`src/rtl/bmr_pkg.sv`:
```
package bmr_pkg;
    typedef enum logic [1:0] {
        SQ_IDLE = 2'd0,
        SQ_OPC  = 2'd1,
        SQ_LOW  = 2'd2,
        SQ_HIT  = 2'd3
    } seq_state_e;

    typedef enum logic {
        XF_REVERSE = 1'b0,
        XF_SWAP    = 1'b1
    } xform_mode_e;
endpackage

```
`src/rtl/bmr_seq.sv`:
```
module bmr_seq
    import bmr_pkg::*;
#(
    parameter int         ADDR_W   = 13,
    parameter int         DATA_W   = 8,
    parameter logic [7:0] OPC_LOAD = 8'hBD,
    parameter logic [7:0] WIN_BASE = 8'hD0
) (
    input  logic              clk,
    input  logic              rst_n,
    input  logic [ADDR_W-1:0] addr,
    input  logic [DATA_W-1:0] data_in,
    output logic              hit,
    output xform_mode_e       mode
);
    typedef struct packed {
        seq_state_e       st;
        logic [ADDR_W-1:0] last;
        xform_mode_e      mode;
    } seq_t;

    seq_t s_d, s_q;
    logic [ADDR_W-1:0] next_addr;
    logic              consec;
    logic              in_win;

    always_comb begin
        next_addr = s_q.last + ADDR_W'(1);
        consec    = (addr == next_addr);
        in_win    = (data_in[DATA_W-1:1] == WIN_BASE[DATA_W-1:1]);
        s_d       = s_q;
        // default: look for a fresh opcode in this cycle
        if (data_in == OPC_LOAD) begin
            s_d.st   = SQ_OPC;
            s_d.last = addr;
        end else begin
            s_d.st = SQ_IDLE;
        end
        unique case (s_q.st)
            SQ_IDLE: ;
            SQ_OPC: begin
                if (consec) begin
                    s_d.st   = SQ_LOW;
                    s_d.last = addr;
                end
            end
            SQ_LOW: begin
                if (consec && in_win) begin
                    s_d.st   = SQ_HIT;
                    s_d.mode = xform_mode_e'(data_in[0]);
                end
            end
            SQ_HIT: s_d.st = SQ_IDLE;
            default: s_d.st = SQ_IDLE;
        endcase
    end

    always_ff @(posedge clk or negedge rst_n) begin
        if (!rst_n) begin
            s_q <= '{st: SQ_IDLE, last: '0, mode: XF_REVERSE};
        end else begin
            s_q <= s_d;
        end
    end

    assign hit  = (s_q.st == SQ_HIT);
    assign mode = s_q.mode;
endmodule

```
`src/rtl/bmr_xform.sv`:
```
module bmr_xform
    import bmr_pkg::*;
#(
    parameter int DATA_W = 8
) (
    input  logic [DATA_W-1:0] val,
    input  xform_mode_e       mode,
    output logic [DATA_W-1:0] res
);
    localparam int HALF = DATA_W / 2;

    logic [DATA_W-1:0] rev;
    logic [DATA_W-1:0] swp;

    for (genvar i = 0; i < DATA_W; i++) begin : g_rev
        assign rev[i] = val[DATA_W-1-i];
    end

    assign swp = {val[HALF-1:0], val[DATA_W-1:HALF]};
    assign res = (mode == XF_SWAP) ? swp : rev;
endmodule

```
`src/rtl/bitmorph_responder.sv`:
```
module bitmorph_responder
    import bmr_pkg::*;
#(
    parameter int         ADDR_W   = 13,
    parameter int         DATA_W   = 8,
    parameter logic [7:0] OPC_LOAD = 8'hBD,
    parameter logic [7:0] WIN_BASE = 8'hD0
) (
    input  logic              clk,
    input  logic              rst_n,
    input  logic [12:0]       addr,
    input  logic [7:0]        data_in,
    output logic [7:0]        data_out,
    output logic              drive_en
);
    logic              hit;
    xform_mode_e       mode;
    logic [DATA_W-1:0] xf;

    bmr_seq #(
        .ADDR_W  (ADDR_W),
        .DATA_W  (DATA_W),
        .OPC_LOAD(OPC_LOAD),
        .WIN_BASE(WIN_BASE)
    ) i_seq (
        .clk    (clk),
        .rst_n  (rst_n),
        .addr   (addr),
        .data_in(data_in),
        .hit    (hit),
        .mode   (mode)
    );

    bmr_xform #(.DATA_W(DATA_W)) i_xform (
        .val (addr[DATA_W-1:0]),
        .mode(mode),
        .res (xf)
    );

    assign drive_en = hit;
    assign data_out = hit ? xf : '0;
endmodule

```
`config.mk`:
```
export PLATFORM = sky130hd
export DESIGN_NAME = bitmorph_responder
export DESIGN_NICKNAME = d
export VERILOG_FILES = /design/src/rtl/bmr_pkg.sv /design/src/rtl/bmr_seq.sv /design/src/rtl/bmr_xform.sv /design/src/rtl/bitmorph_responder.sv
export SDC_FILE = /design/constraint.sdc
export NUM_CORES = 1
export LEC_CHECK = 0
export ABC_AREA = 1
export ABC_CLOCK_PERIOD_IN_PS = 2200
export BUFFER_PORTS_ARGS = -buffer_cell sky130_fd_sc_hd__buf_4
export CAP_MARGIN = 20
export CORE_UTILIZATION = 54
export DETAILED_ROUTE_END_ITERATION = 7
export GPL_TIMING_DRIVEN = 0
export PLACE_DENSITY = 0.91
export SLEW_MARGIN = 20
export SYNTH_ARGS = -nofsm -noshare
export SYNTH_HDL_FRONTEND = slang
export SYNTH_SLANG_ARGS = --single-unit
```
`constraint.sdc`:
```
create_clock -name clk -period 2.2 [get_ports clk]
set_input_delay 0.44 -clock clk [delete_from_list [all_inputs] [get_ports clk]]
set_output_delay 0.44 -clock clk [all_outputs]
set_load 0.01 [all_outputs]
```
; Word-level counts from Yosys, hierarchy flattened
; Cells that the tools add are included.
; Widths: inputs -> output; s select.
[totals]
reg_bits = 16
input_bits = 23
output_inout_bits = 9
word_cells = 20
[op_classes]
add_sub_neg = 1
n_eq_ne = 6
muxes = 8
reduce_logical = 2
[ops]
columns = cell, count
row1 = $mux 13, 2
row2 = $mux 8, 2
row3 = $mux 15, 1
row4 = $add 13x1->13 const B, 1
row5 = $eq 13x13->1, 1
row6 = $eq 8x8->1 const B, 1
row7 = $eq 7x7->1 const B, 1
row8 = $pmux 2 s3, 1
row9 = $eq 2x2->1 const B, 2
row10 = $eq 2x1->1 const B, 1
row11 = $mux 2, 1
row12 = $reduce_and 2->1, 1
row13 = $logic_and 1x1->1, 1
row14 = $mux 1, 1

; Depth between registers and ports, before layout
; Gate-level depths: netlist of the first run.
[logic_depth]
word_depth = 5
depth_mapped = 16
ltp_nobuf = 16

; Modules after synthesis
; Synthesis of the first run repeated with hierarchy kept, for this count alone.
[unflattened]
cells_unflattened = 286
area_unflattened_um2 = 1584.0
[by_module_without_submodules]
columns = module, instances, cells_each, area_per_inst_um2, seq_area_each_um2
row1 = bmr_seq, 1, 243, 1413.9, 400.4
row2 = bmr_xform, 1, 26, 105.1, 0.0
row3 = bitmorph_responder, 1, 17, 65.1, 0.0

; Worst setup path before layout of the first run
; No wires, ideal clock.
[synth_path]
path_type = register to register
startpoint = register i_seq.s_q[1] (netlist bit)
endpoint = register i_seq.s_q[10] (netlist bit)
setup_ns = 0.117
arrival_time_ns = 1.694
path_slack_ns = 0.389
path_stages_with_launch = 14
n_path_buf = 1
synth_period_minus_slack_ns = 1.811
cell_sequence = dfrtp_1 ha_1 inv_1 nand2_1 nand2_1 nor2_1 nand3_1 nor2_1 nand3_1 nor2_2 nand3_2 buf_2 nand3_1 nand2_1
[synth_rtl]
columns = element, line
row1 = from (decl), bmr_seq.sv:22  ; seq_t s_d, s_q;
row2 = from (signal assigned), bmr_seq.sv:60  ; s_q <= '{st: SQ_IDLE, last: '0, mode: XF_REVERSE};

==> out/results.txt, run 1 <==
Status -> finished, final reports clean
Clock power frac -> 29.3%
Switch Pwr -> 0.0002174 W
CTS tree -> done
Buf/Inv on CP -> 2
Nets -> 303
R2R Setup Slk -> 0.15 ns
Crit end category -> flip-flop
Yosys reg bits -> 16
Ys Warns -> 0
Top-Level Pins -> 32
Crit path kind -> reg2reg
Hold Path End -> i_seq.s_q[13]$_DFF_PN0_
Post-synth EDFFs -> 0
Worst-case clock buffer depth -> 2
CP Data Required Time -> 2.40 ns
Largest net degree at the start of global routing -> 17
Total of max-cap violations -> 0
Sequential share of power -> 48.5%
Num Clock Sinks -> 16
Library cells used by synthesis -> 21
Worst Hold Path Cells -> 3
Height of the die -> 52.85 um
Syn Nets -> 264
Drt first pass iters -> 4
Post-synth top area cell -> dfrtp_1
Layout cells sized above 1 -> 18.35%
Final Critical Period -> 2.046 ns
Power per cell area -> 401.6 nW/um2
HP Class -> in2reg
GP Congestion -> 0.9138
Seq/Total Area, Yosys -> 28.67%
Initial antenna violation count -> 0
Vias in the first global route -> 1429
Met2 Use GR -> 50.84%
Final ANT Viol Nets -> 0
Final antenna diode count -> 0
Via/cell ratio -> 5.211
Synth Area per Inst -> 5.818 um2
Post-synth top area share -> 28.67%
Startpoint types -> flip-flop
DR vias -> 1605
Final setup viols -> 0
GR met1 Demand/Resource -> 36.12%
Gr busiest metal -> met2
FMAX -> 488.8 MHz
Worst-skew pair later-pin latency -> 0.29 ns
Hold wc startpoint -> addr[12]
Worst-margin pin slew -> 0.4921 ns
Setup TNS -> 0 ns
Top post-synthesis cells by count -> nand2_1, inv_1, nand3_1, nor2_1, dfrtp_1
Reg2Reg Depth -> 13
Synth-to-layout area growth -> 25.36%
TritonCTS buffer count -> 3
DIE WIDTH -> 52.85 um
Initial core utilization -> 56.88%
Peak supply drop -> 388.1 uV
Final Skew -> 0.001957 ns
Comb power frac -> 22.2%
Overflow after GRT -> 0
Total wire length -> 3589 um
Delay of the slowest cell on the worst path -> 0.46 ns
First-pass GRT wire length -> 5865 um
Slew Viols, Final -> 0
Dominant cells by area after synthesis -> dfrtp_1, nand2_1, nand3_1
R2R Path End -> i_seq.s_q[12]$_DFF_PN0_
Iter 0 DRT Violations -> 42
FFs w/ async S/R, synth -> 100.0%
GR Util met3 -> 2.586%
Internal power -> 0.0004856 W
Worst flop-to-flop path startpoint -> i_seq.s_q[2]$_DFF_PN0_
IO Port Bufs -> 31
Row count -> 18
Die area -> 2793 um2
Synth Instances -> 240
Switching portion of total power -> 30.92%
Root Buffer -> clkbuf_4
Critical Path Stages -> 13
Crit-path cells -> ha_4, inv_1, nand2_1, nand2_1, nor2_1, nand3_1, nor2_1, nand3_1, nor2_2, nand3_2, buf_2, nand3_1, nand2_1
LEAKAGE -> 0.9760 nW
Clock Pin Slew Worst Setup and Hold Paths -> 0.10 ns
Wire length per cell -> 11.65 um
WP data arrival -> 2.24 ns
Tcrit/Tclk final -> 92.99%
Relative slew slack -> 67.19%
Cell family with most CP delay -> simple AND/OR/NAND/NOR gates
DRC -> 0
Final Hold Fails -> 0
DP HPWL -> 2726 um
Worst-path cell with the longest stage delay -> dfrtp_2
Top-count cell post-synth -> nand2_1
Top_reg_cell synth -> dfrtp_1
Htree depth -> 1
All-Layer GR Usage -> 28.90%
Core area -> 2455 um2
Cell Area, Synth -> 1396 um2
Total power -> 0.0007030 W
Critical Path Fanout Max -> 10
## cell families after synthesis
family | Yosys count | share of synthesized area [%]
AOI/OAI and AO/OA | 22 | 8.064
xor gates and xnor gates | 1 | 0.6274
adders and majority gates | 1 | 0.8959
buffers and inverters | 40 | 11.38
DFF | 16 | 28.67
and+or+nand+nor | 160 | 50.36
## worst reg2reg max path, cell delays in order (launching register included)
cell and delay (ns):
dfrtp_2 0.46, ha_4 0.28, inv_1 0.03, nand2_1 0.04, nand2_1 0.05, nor2_1 0.14
nand3_1 0.09, nor2_1 0.11, nand3_1 0.10, nor2_2 0.16, nand3_2 0.13, buf_2 0.22
nand3_1 0.10, nand2_1 0.06
## cell type report
cell class	count	area [um2]
Clock buffer	4	36.28
Inverter	36	135.1
Timing Repair Buffer	34	257.7
Buffer	4	23.77
Tap cell	30	37.54
Fill cell	220	704.4
Multi-Input combinational cell	184	857.1
Sequential cell	16	402.9
## layout by cell type (no fill, tap or decap)
cell,count
a21oi_1,9
o21ai_0,11
dfrtp_2,2
clkbuf_8,1
buf_6,1
buf_4,33
xor2_1,1
nor2_4,1
inv_1,36
nand3_1,31
nand3b_1,3
nand2_1,93
o21bai_1,1
clkbuf_1,2
o21ai_1,1
nor2_8,1
ha_4,1
nor2_1,17
nor3_1,2
dfrtp_1,14
nand4_1,5
nand3_2,1
nor2_2,3
dlygate4sd3_1,1
clkbuf_4,3
nand2_2,3
buf_2,1
## through the flow
step / hold slack, ns / instances / setup WS, ns / instance area (um2) / util [%]
CTS: 0.3527 / 306 / 0.009083 / 1713 / 69.78
detailed placement: 0.3135 / 301 / 0.03744 / 1667 / 67.89
floorplan: 0.1444 / 240 / 0.3891 / 1396 / -
global placement: 0.3122 / 301 / 0.07958 / 1667 / 67.89
global route: 0.3471 / 308 / -0.02127 / 1750 / 71.30
finish: 0.3568 / 308 / 0.1542 / 1750 / 71.30
## how the worst max path moves through the flow
| stage | startpoint | to |
|---|---|---|
| global placement | i_seq.s_q[1]$_DFF_PN0_ | i_seq.s_q[10]$_DFF_PN0_ |
| detailed placement | i_seq.s_q[1]$_DFF_PN0_ | i_seq.s_q[9]$_DFF_PN0_ |
| floorplan | i_seq.s_q[1]$_DFF_PN0_ | i_seq.s_q[10]$_DFF_PN0_ |
| finish | i_seq.s_q[2]$_DFF_PN0_ | i_seq.s_q[12]$_DFF_PN0_ |
| global route | i_seq.s_q[1]$_DFF_PN0_ | i_seq.s_q[5]$_DFF_PN0_ |
| CTS | i_seq.s_q[1]$_DFF_PN0_ | i_seq.s_q[9]$_DFF_PN0_ |
## timing repair
item | in CTS | in global routing
setup buffers | 0 | 2
resized for setup | 0 | 6
hold buffers | 1 | 0
hold endpoints to repair | 16 | 0
setup endpoints to repair | 0 | 16
## power by group through the flow
stage	Sequential [W]	Combinational (W)	Clock (W)
global placement	0.000343	0.000142	0
global route	0.000344	0.000179	0.000221
CTS	0.000339	0.000149	0.000205
detailed placement	0.000345	0.000147	0
floorplan	0.000338	0.0000872	0
finish	0.000341	0.000156	0.000206
## sequential cells by signal, summed over array words and instances (netlist names)
register	count
i_seq.s_q	15
i_seq.mode	1
## layer usage
layer / share of wire [%] / wire [um]
met5: 0 / 0
met4: 2.1 / 74
met3: 3.7 / 133
met2: 50 / 1806
met1: 44 / 1574
Power figures use the tool's default switching activity.
==> inputs of run 2 (changes only) <==
--- a/config.mk
+++ b/config.mk
@@ -9,10 +9,11 @@
 export ABC_CLOCK_PERIOD_IN_PS = 2200
 export BUFFER_PORTS_ARGS = -buffer_cell sky130_fd_sc_hd__buf_4
 export CAP_MARGIN = 20
-export CORE_UTILIZATION = 54
+export CORE_UTILIZATION = 55
+export CTS_BUF_LIST = sky130_fd_sc_hd__clkbuf_4 sky130_fd_sc_hd__clkbuf_8
 export DETAILED_ROUTE_END_ITERATION = 7
 export GPL_TIMING_DRIVEN = 0
-export PLACE_DENSITY = 0.91
+export PLACE_DENSITY = 0.92
 export SLEW_MARGIN = 20
 export SYNTH_ARGS = -nofsm -noshare
 export SYNTH_HDL_FRONTEND = slang
==> run 2 against run 1 <==
Against the previous run: sequential share of layout area shrank 0.82 points; final cell count grew 0.65%; die area shrank 1.8%; register-to-register slack lost 0.06 ns; critical path depth grew 1; critical endpoint is now i_seq.s_q[4]$_DFF_PN0_; hold slack lost 0.0073 ns; global-route usage shrank 0.39 points; flip-flop and latch count is the same; wire length grew 7.8%.
==> out/results.txt, run 2 (synthesized netlist as in run 1, its figures left out) <==
Status -> finished, final reports clean
Row count -> 17
FMAX -> 474.7 MHz
Nets -> 307
Height of the die -> 52.39 um
Final setup viols -> 0
CP Data Required Time -> 2.44 ns
Largest register FFs -> 15
DRC -> 0
Total of max-cap violations -> 0
First-pass GRT wire length -> 5816 um
Hold wc startpoint -> addr[12]
Worst flop-to-flop path startpoint -> i_seq.s_q[2]$_DFF_PN0_
Tcrit/Tclk final -> 95.76%
Reg2Reg Depth -> 14
Synth-to-layout area growth -> 29.21%
Iter 0 DRT Violations -> 81
Total power -> 0.0007105 W
CP most frequent cell -> nand2_1
Fill cell count -> 171
HP Class -> in2reg
R2R Setup Slk -> 0.09 ns
Drt first pass iters -> 4
Root Buffer -> clkbuf_4
Clock Pin Slew Worst Setup and Hold Paths -> 0.10 ns
Worst-margin pin slew -> 0.4679 ns
Initial core utilization -> 60.78%
TritonCTS buffer count -> 3
DIE WIDTH -> 52.39 um
Overflow after GRT -> 0
Startpoint types -> flip-flop
Top-Level Pins -> 32
Final antenna diode count -> 0
Final instance area -> 1804 um2
Power per cell area -> 393.8 nW/um2
Final Hold Fails -> 0
Final Critical Period -> 2.107 ns
Total wire length -> 3868 um
GP Congestion -> 0.9312
Buf/Inv on CP -> 1
Htree depth -> 1
Commonest cells after routing, fill and taps aside -> nand2_1, buf_4, inv_1
Critical Path Fanout Max -> 10
IO Port Bufs -> 31
Crit end category -> flip-flop
Die area -> 2744 um2
DR vias -> 1692
Crit path kind -> reg2reg
Fin util -> 78.54%
Setup TNS -> 0 ns
Delay of the slowest cell on the worst path -> 0.43 ns
Slew Viols, Final -> 0
CTS tree -> done
Relative slew slack -> 68.81%
Num Clock Sinks -> 16
Vias in the first global route -> 1420
Worst Hold Path Cells -> 3
Peak supply drop -> 328.7 uV
DP HPWL -> 2736 um
Commonest non-fill, non-tap cell in the layout -> nand2_1
Worst-case clock buffer depth -> 2
LEAKAGE -> 1.003 nW
Worst-path cell with the longest stage delay -> dfrtp_1
Hold Path End -> i_seq.s_q[13]$_DFF_PN0_
Worst-skew pair later-pin latency -> 0.30 ns
Core area -> 2297 um2
Final Skew -> 0.001446 ns
Final ANT Viol Nets -> 0
Via/cell ratio -> 5.458
Post-Place Cell Area -> 1664 um2
Cell family with most CP delay -> simple AND/OR/NAND/NOR gates
R2R Path End -> i_seq.s_q[4]$_DFF_PN0_
All-Layer GR Usage -> 28.51%
Initial antenna violation count -> 0
Layout cells sized above 1 -> 19.50%
Most flop-heavy register -> i_seq.s_q
WP data arrival -> 2.35 ns
Crit-path cells -> ha_4, nand2_2, nor2_8, nand3_1, nand3_1, nand2_1, nor2_2, nand2_1, nor2_4, nand3_4, nand2_4, buf_6, nand2_1, nand2_1
Largest net degree at the start of global routing -> 17
Wire length per cell -> 12.48 um
==> run 2: how the worst max path moves through the flow <==
stage | start | to | cells after the start | slack (ns)
after floorplan | i_seq.s_q[1]$_DFF_PN0_ | i_seq.s_q[10]$_DFF_PN0_ | 13 | 0.39
after global placement | i_seq.s_q[1]$_DFF_PN0_ | i_seq.s_q[4]$_DFF_PN0_ | 13 | 0.05
after detailed placement | i_seq.s_q[1]$_DFF_PN0_ | i_seq.s_q[6]$_DFF_PN0_ | 13 | 0.03
after CTS | i_seq.s_q[2]$_DFF_PN0_ | i_seq.s_q[6]$_DFF_PN0_ | 13 | 0.02
after global routing | i_seq.s_q[1]$_DFF_PN0_ | i_seq.s_q[4]$_DFF_PN0_ | 14 | -0.05
final | i_seq.s_q[2]$_DFF_PN0_ | i_seq.s_q[4]$_DFF_PN0_ | 14 | 0.09
==> run 2: worst reg2reg max path, cell delays in order, from the launching register on <==
cell and delay, ns:
dfrtp_1 0.43, ha_4 0.17, nand2_2 0.10, nor2_8 0.18, nand3_1 0.09, nand3_1 0.08, nand2_1 0.07, nor2_2 0.14
nand2_1 0.11, nor2_4 0.17, nand3_4 0.13, nand2_4 0.11, buf_6 0.15, nand2_1 0.06, nand2_1 0.07
==> run 2: what timing repair did <==
item,4_1_cts,5_1_grt
hold buffers,1,0
gates resized for setup,0,12
buffers inserted,1,5
setup endpoints to repair,9,14
endpoints found under the hold margin,16,0
pin swaps,0,2
==> run 2: power breakdown <==
group          switching, W  internal (W)  total [W]
registers         0.0000273      0.000313   0.000341
logic             0.0000924     0.0000742   0.000167
clock network      0.000102      0.000101   0.000203
total              0.000222      0.000488   0.000710
==> run 2: area by class of cell <==
cell class	instances	area, um2	share of cell area [%]
multi-input cells	184	879.6	48.75
plain buffers	4	30.03	1.664
repair buffers	38	287.8	15.95
well taps	28	35.03	1.942
flip-flops and latches	16	400.4	22.19
clock buffers	4	36.28	2.011
inverters	36	135.1	7.490
==> run 2: metal layers <==
metal / global-route usage, % / routed length [um]
met1: 38.62 / 1639
met3: 2.899 / 331
met2: 47.05 / 1806
met4: 9.649 / 91
met5: 0 / 0
==> run 2: metrics by stage <==
stage | hold WS, ns | setup WS, ns | cells
final | 0.3494 | 0.09324 | 310
after global placement | 0.3155 | 0.04851 | 299
after CTS | 0.3487 | 0.01929 | 305
after detailed placement | 0.3095 | 0.03139 | 299
after floorplan | 0.1444 | 0.3891 | 240
after global routing | 0.3487 | -0.04887 | 310
==> inputs of run 3 (changes only) <==
--- a/config.mk
+++ b/config.mk
@@ -5,15 +5,15 @@
 export SDC_FILE = /design/constraint.sdc
 export NUM_CORES = 1
 export LEC_CHECK = 0
-export ABC_AREA = 1
 export ABC_CLOCK_PERIOD_IN_PS = 2200
 export BUFFER_PORTS_ARGS = -buffer_cell sky130_fd_sc_hd__buf_4
 export CAP_MARGIN = 20
+export CORE_ASPECT_RATIO = 2
 export CORE_UTILIZATION = 55
 export CTS_BUF_LIST = sky130_fd_sc_hd__clkbuf_4 sky130_fd_sc_hd__clkbuf_8
 export DETAILED_ROUTE_END_ITERATION = 7
 export GPL_TIMING_DRIVEN = 0
-export PLACE_DENSITY = 0.92
+export PLACE_DENSITY = 0.9
 export SLEW_MARGIN = 20
 export SYNTH_ARGS = -nofsm -noshare
 export SYNTH_HDL_FRONTEND = slang
==> run 3 against run 2 <==
Against the previous run: the run now ends with negative setup slack left; cell area grew 38%; clock power rose by 25%; total power decreased by 0.77%; non-clock buffer count grew 26; critical endpoint is now i_seq.s_q[14]$_DFF_PN0_; largest cell class unchanged; highest routed layer unchanged.
==> out/results.txt, run 3 <==
Status -> finished with violations
Failing checks -> negative setup slack
Syn Nets -> 242
Root Buffer -> clkbuf_8
Library cells used by synthesis -> 48
Final Critical Period -> 2.551 ns
Worst-case clock buffer depth -> 2
Final Skew -> 0.001913 ns
Startpoint types -> flip-flop
Cell Area, Synth -> 1704 um2
Tcrit/Tclk final -> 116.0%
Total wire length -> 6889 um
Yosys reg bits -> 16
GP Congestion -> 0.9127
Top-Level Pins -> 32
All-Layer GR Usage -> 38.14%
Commonest cells after routing, fill and taps aside -> buf_4, nor2_1, nand3_1
Synth Instances -> 218
Initial antenna violation count -> 0
Multi-input gate area -> 1408 um2
Layout cells sized above 1 -> 39.71%
Worst-margin pin slew -> 0.6577 ns
Wire length per cell -> 22.81 um
Post-synth EDFFs -> 0
DRC -> 0
Register area -> 404.1 um2
CTS tree -> done
RSZ-0062 raised after global routing -> true
IO Port Bufs -> 31
Final Hold Fails -> 0
Ys Warns -> 0
Post-synth top area share -> 23.49%
Height of the die -> 80.72 um
Crit path kind -> reg2reg
Seq/Total Area, Yosys -> 23.49%
Synth-to-layout area growth -> 45.81%
Die area -> 3339 um2
Top_reg_cell synth -> dfrtp_1
Clock Pin Slew Worst Setup and Hold Paths -> 0.07 ns
Final hold slack -> 0.04180 ns
Core area -> 2943 um2
Top-count cell post-synth -> nor2_1
Final setup viols -> 16
DR vias -> 2170
First-pass GRT wire length -> 8838 um
DIE WIDTH -> 41.36 um
Post-synth top area cell -> dfrtp_1
Top post-synthesis cells by count -> nor2_1, nand3_1, dfrtp_1, o211ai_1, a31oi_1
Most flop-heavy register -> i_seq.s_q
Fin util -> 84.44%
Fill cell count -> 174
Slew Viols, Final -> 0
Final worst setup slack -> -0.3511 ns
WP data arrival -> 2.72 ns
Synth Area per Inst -> 7.817 um2
Hold-fix buffers, CTS -> 0
FFs w/ async S/R, synth -> 100.0%
Largest net degree at the start of global routing -> 17
Overflow after GRT -> 0
HP Class -> in2async
Initial core utilization -> 57.91%
Pre-CTS setup slack -> -0.4895 ns
DP HPWL -> 3732 um
Via/cell ratio -> 7.185
Crit end category -> flip-flop
Row count -> 28
Largest register FFs -> 15
Final antenna diode count -> 0
Commonest non-fill, non-tap cell in the layout -> buf_4
Drt first pass iters -> 5
Relative slew slack -> 56.15%
Num Clock Sinks -> 16
Critical Path Fanout Max -> 6
Htree depth -> 1
Peak supply drop -> 408.9 uV
Dominant cells by area after synthesis -> dfrtp_1, o211ai_1, nand3_1
LEAKAGE -> 1.028 nW
Nets -> 297
CP Data Required Time -> 2.36 ns
Final ANT Viol Nets -> 0
TritonCTS buffer count -> 3
FMAX -> 392.0 MHz
Power per cell area -> 283.7 nW/um2
Worst-skew pair later-pin latency -> 0.26 ns
Vias in the first global route -> 1961
Iter 0 DRT Violations -> 199
Total of max-cap violations -> 0
[run 3: cell type report]
cell class	count	share of cell area [%]
multi-input cells	170	56.65
flip-flops and latches	16	16.26
repair buffers	51	16.01
plain buffers	17	5.488
inverters	14	2.115
clock buffers	4	1.964
well taps	30	1.511
[run 3: through the flow]
stage | power [W] | instance area [um2] | setup TNS (ns) | instances
final | 0.0007050 | 2485 | -3.817 | 302
after global routing | 0.0007204 | 2485 | -6.523 | 302
after CTS | 0.0006721 | 2270 | -1.864 | 296
after detailed placement | 0.0004194 | 1993 | -5.899 | 279
after global placement | 0.0004168 | 1993 | -5.078 | 279
after floorplan | 0.0003575 | 1723 | 0 | 218
[run 3: repair_timing]
| action | 4_1_cts | 5_1_grt |
|---|---|---|
| buffers inserted | 13 | 6 |
| gates cloned | 1 | 0 |
| pin swaps | 11 | 10 |
| resized for setup | 31 | 44 |
| setup endpoints to repair | 16 | 16 |
[run 3: metal layers]
layer	global-route usage, %	routed length [um]
met5	0	0
met4	25.48	325
met3	4.144	494
met2	62.03	3813
met1	43.06	2255
[run 3: power breakdown]
group	internal, W	total [W]	leakage (nW)	switching [W]
sequential	0.000294	0.000294	0.155	0.000000222
combinational	0.0000701	0.000157	0.847	0.0000869
clock	0.000141	0.000254	0.0262	0.000112
total	0.000506	0.000705	1.03	0.000199
[run 3: path summary, 6_finish.rpt]
path                                         start                      end  slack, ns  cells past startpoint
setup / recovery            i_seq.s_q[3]$_DFF_PN0_  i_seq.s_q[14]$_DFF_PN0_      -0.35                      8
hold / removal                               rst_n  i_seq.s_q[11]$_DFF_PN0_       0.04                      1
hold reg to reg            i_seq.s_q[13]$_DFF_PN0_  i_seq.s_q[13]$_DFF_PN0_       0.59                      2
setup reg to reg            i_seq.s_q[3]$_DFF_PN0_  i_seq.s_q[14]$_DFF_PN0_      -0.35                      8
max in group asynchronous                    rst_n   i_seq.s_q[1]$_DFF_PN0_       1.94                      1
min in group clk                        data_in[0]   i_seq.mode$_DFFE_PN0P_       0.44                      2
[run 3: kinds of logic (layout without fill, tap and decap cells)]
group / count (synthesis) / after routing / synth area share [%]
and+or+nand+nor: 97 / 97 / 33.19
xor gates and xnor gates: 13 / 13 / 6.681
DFF: 16 / 16 / 23.49
muxes: 10 / 10 / 5.947
buffers and inverters: 32 / 86 / 8.517
adders and majority gates: 1 / 1 / 0.7341
AOI/OAI and AO/OA: 49 / 49 / 21.44
[run 3: worst max-delay path, stage by stage, from the launching register on]
cell and delay, ns:
dfrtp_1 0.37, buf_6 0.15, nand3_4 0.10, buf_4 0.18
nor4_2 0.54, o211ai_1 0.33, buf_4 0.23, or4_1 0.42
o211ai_1 0.13
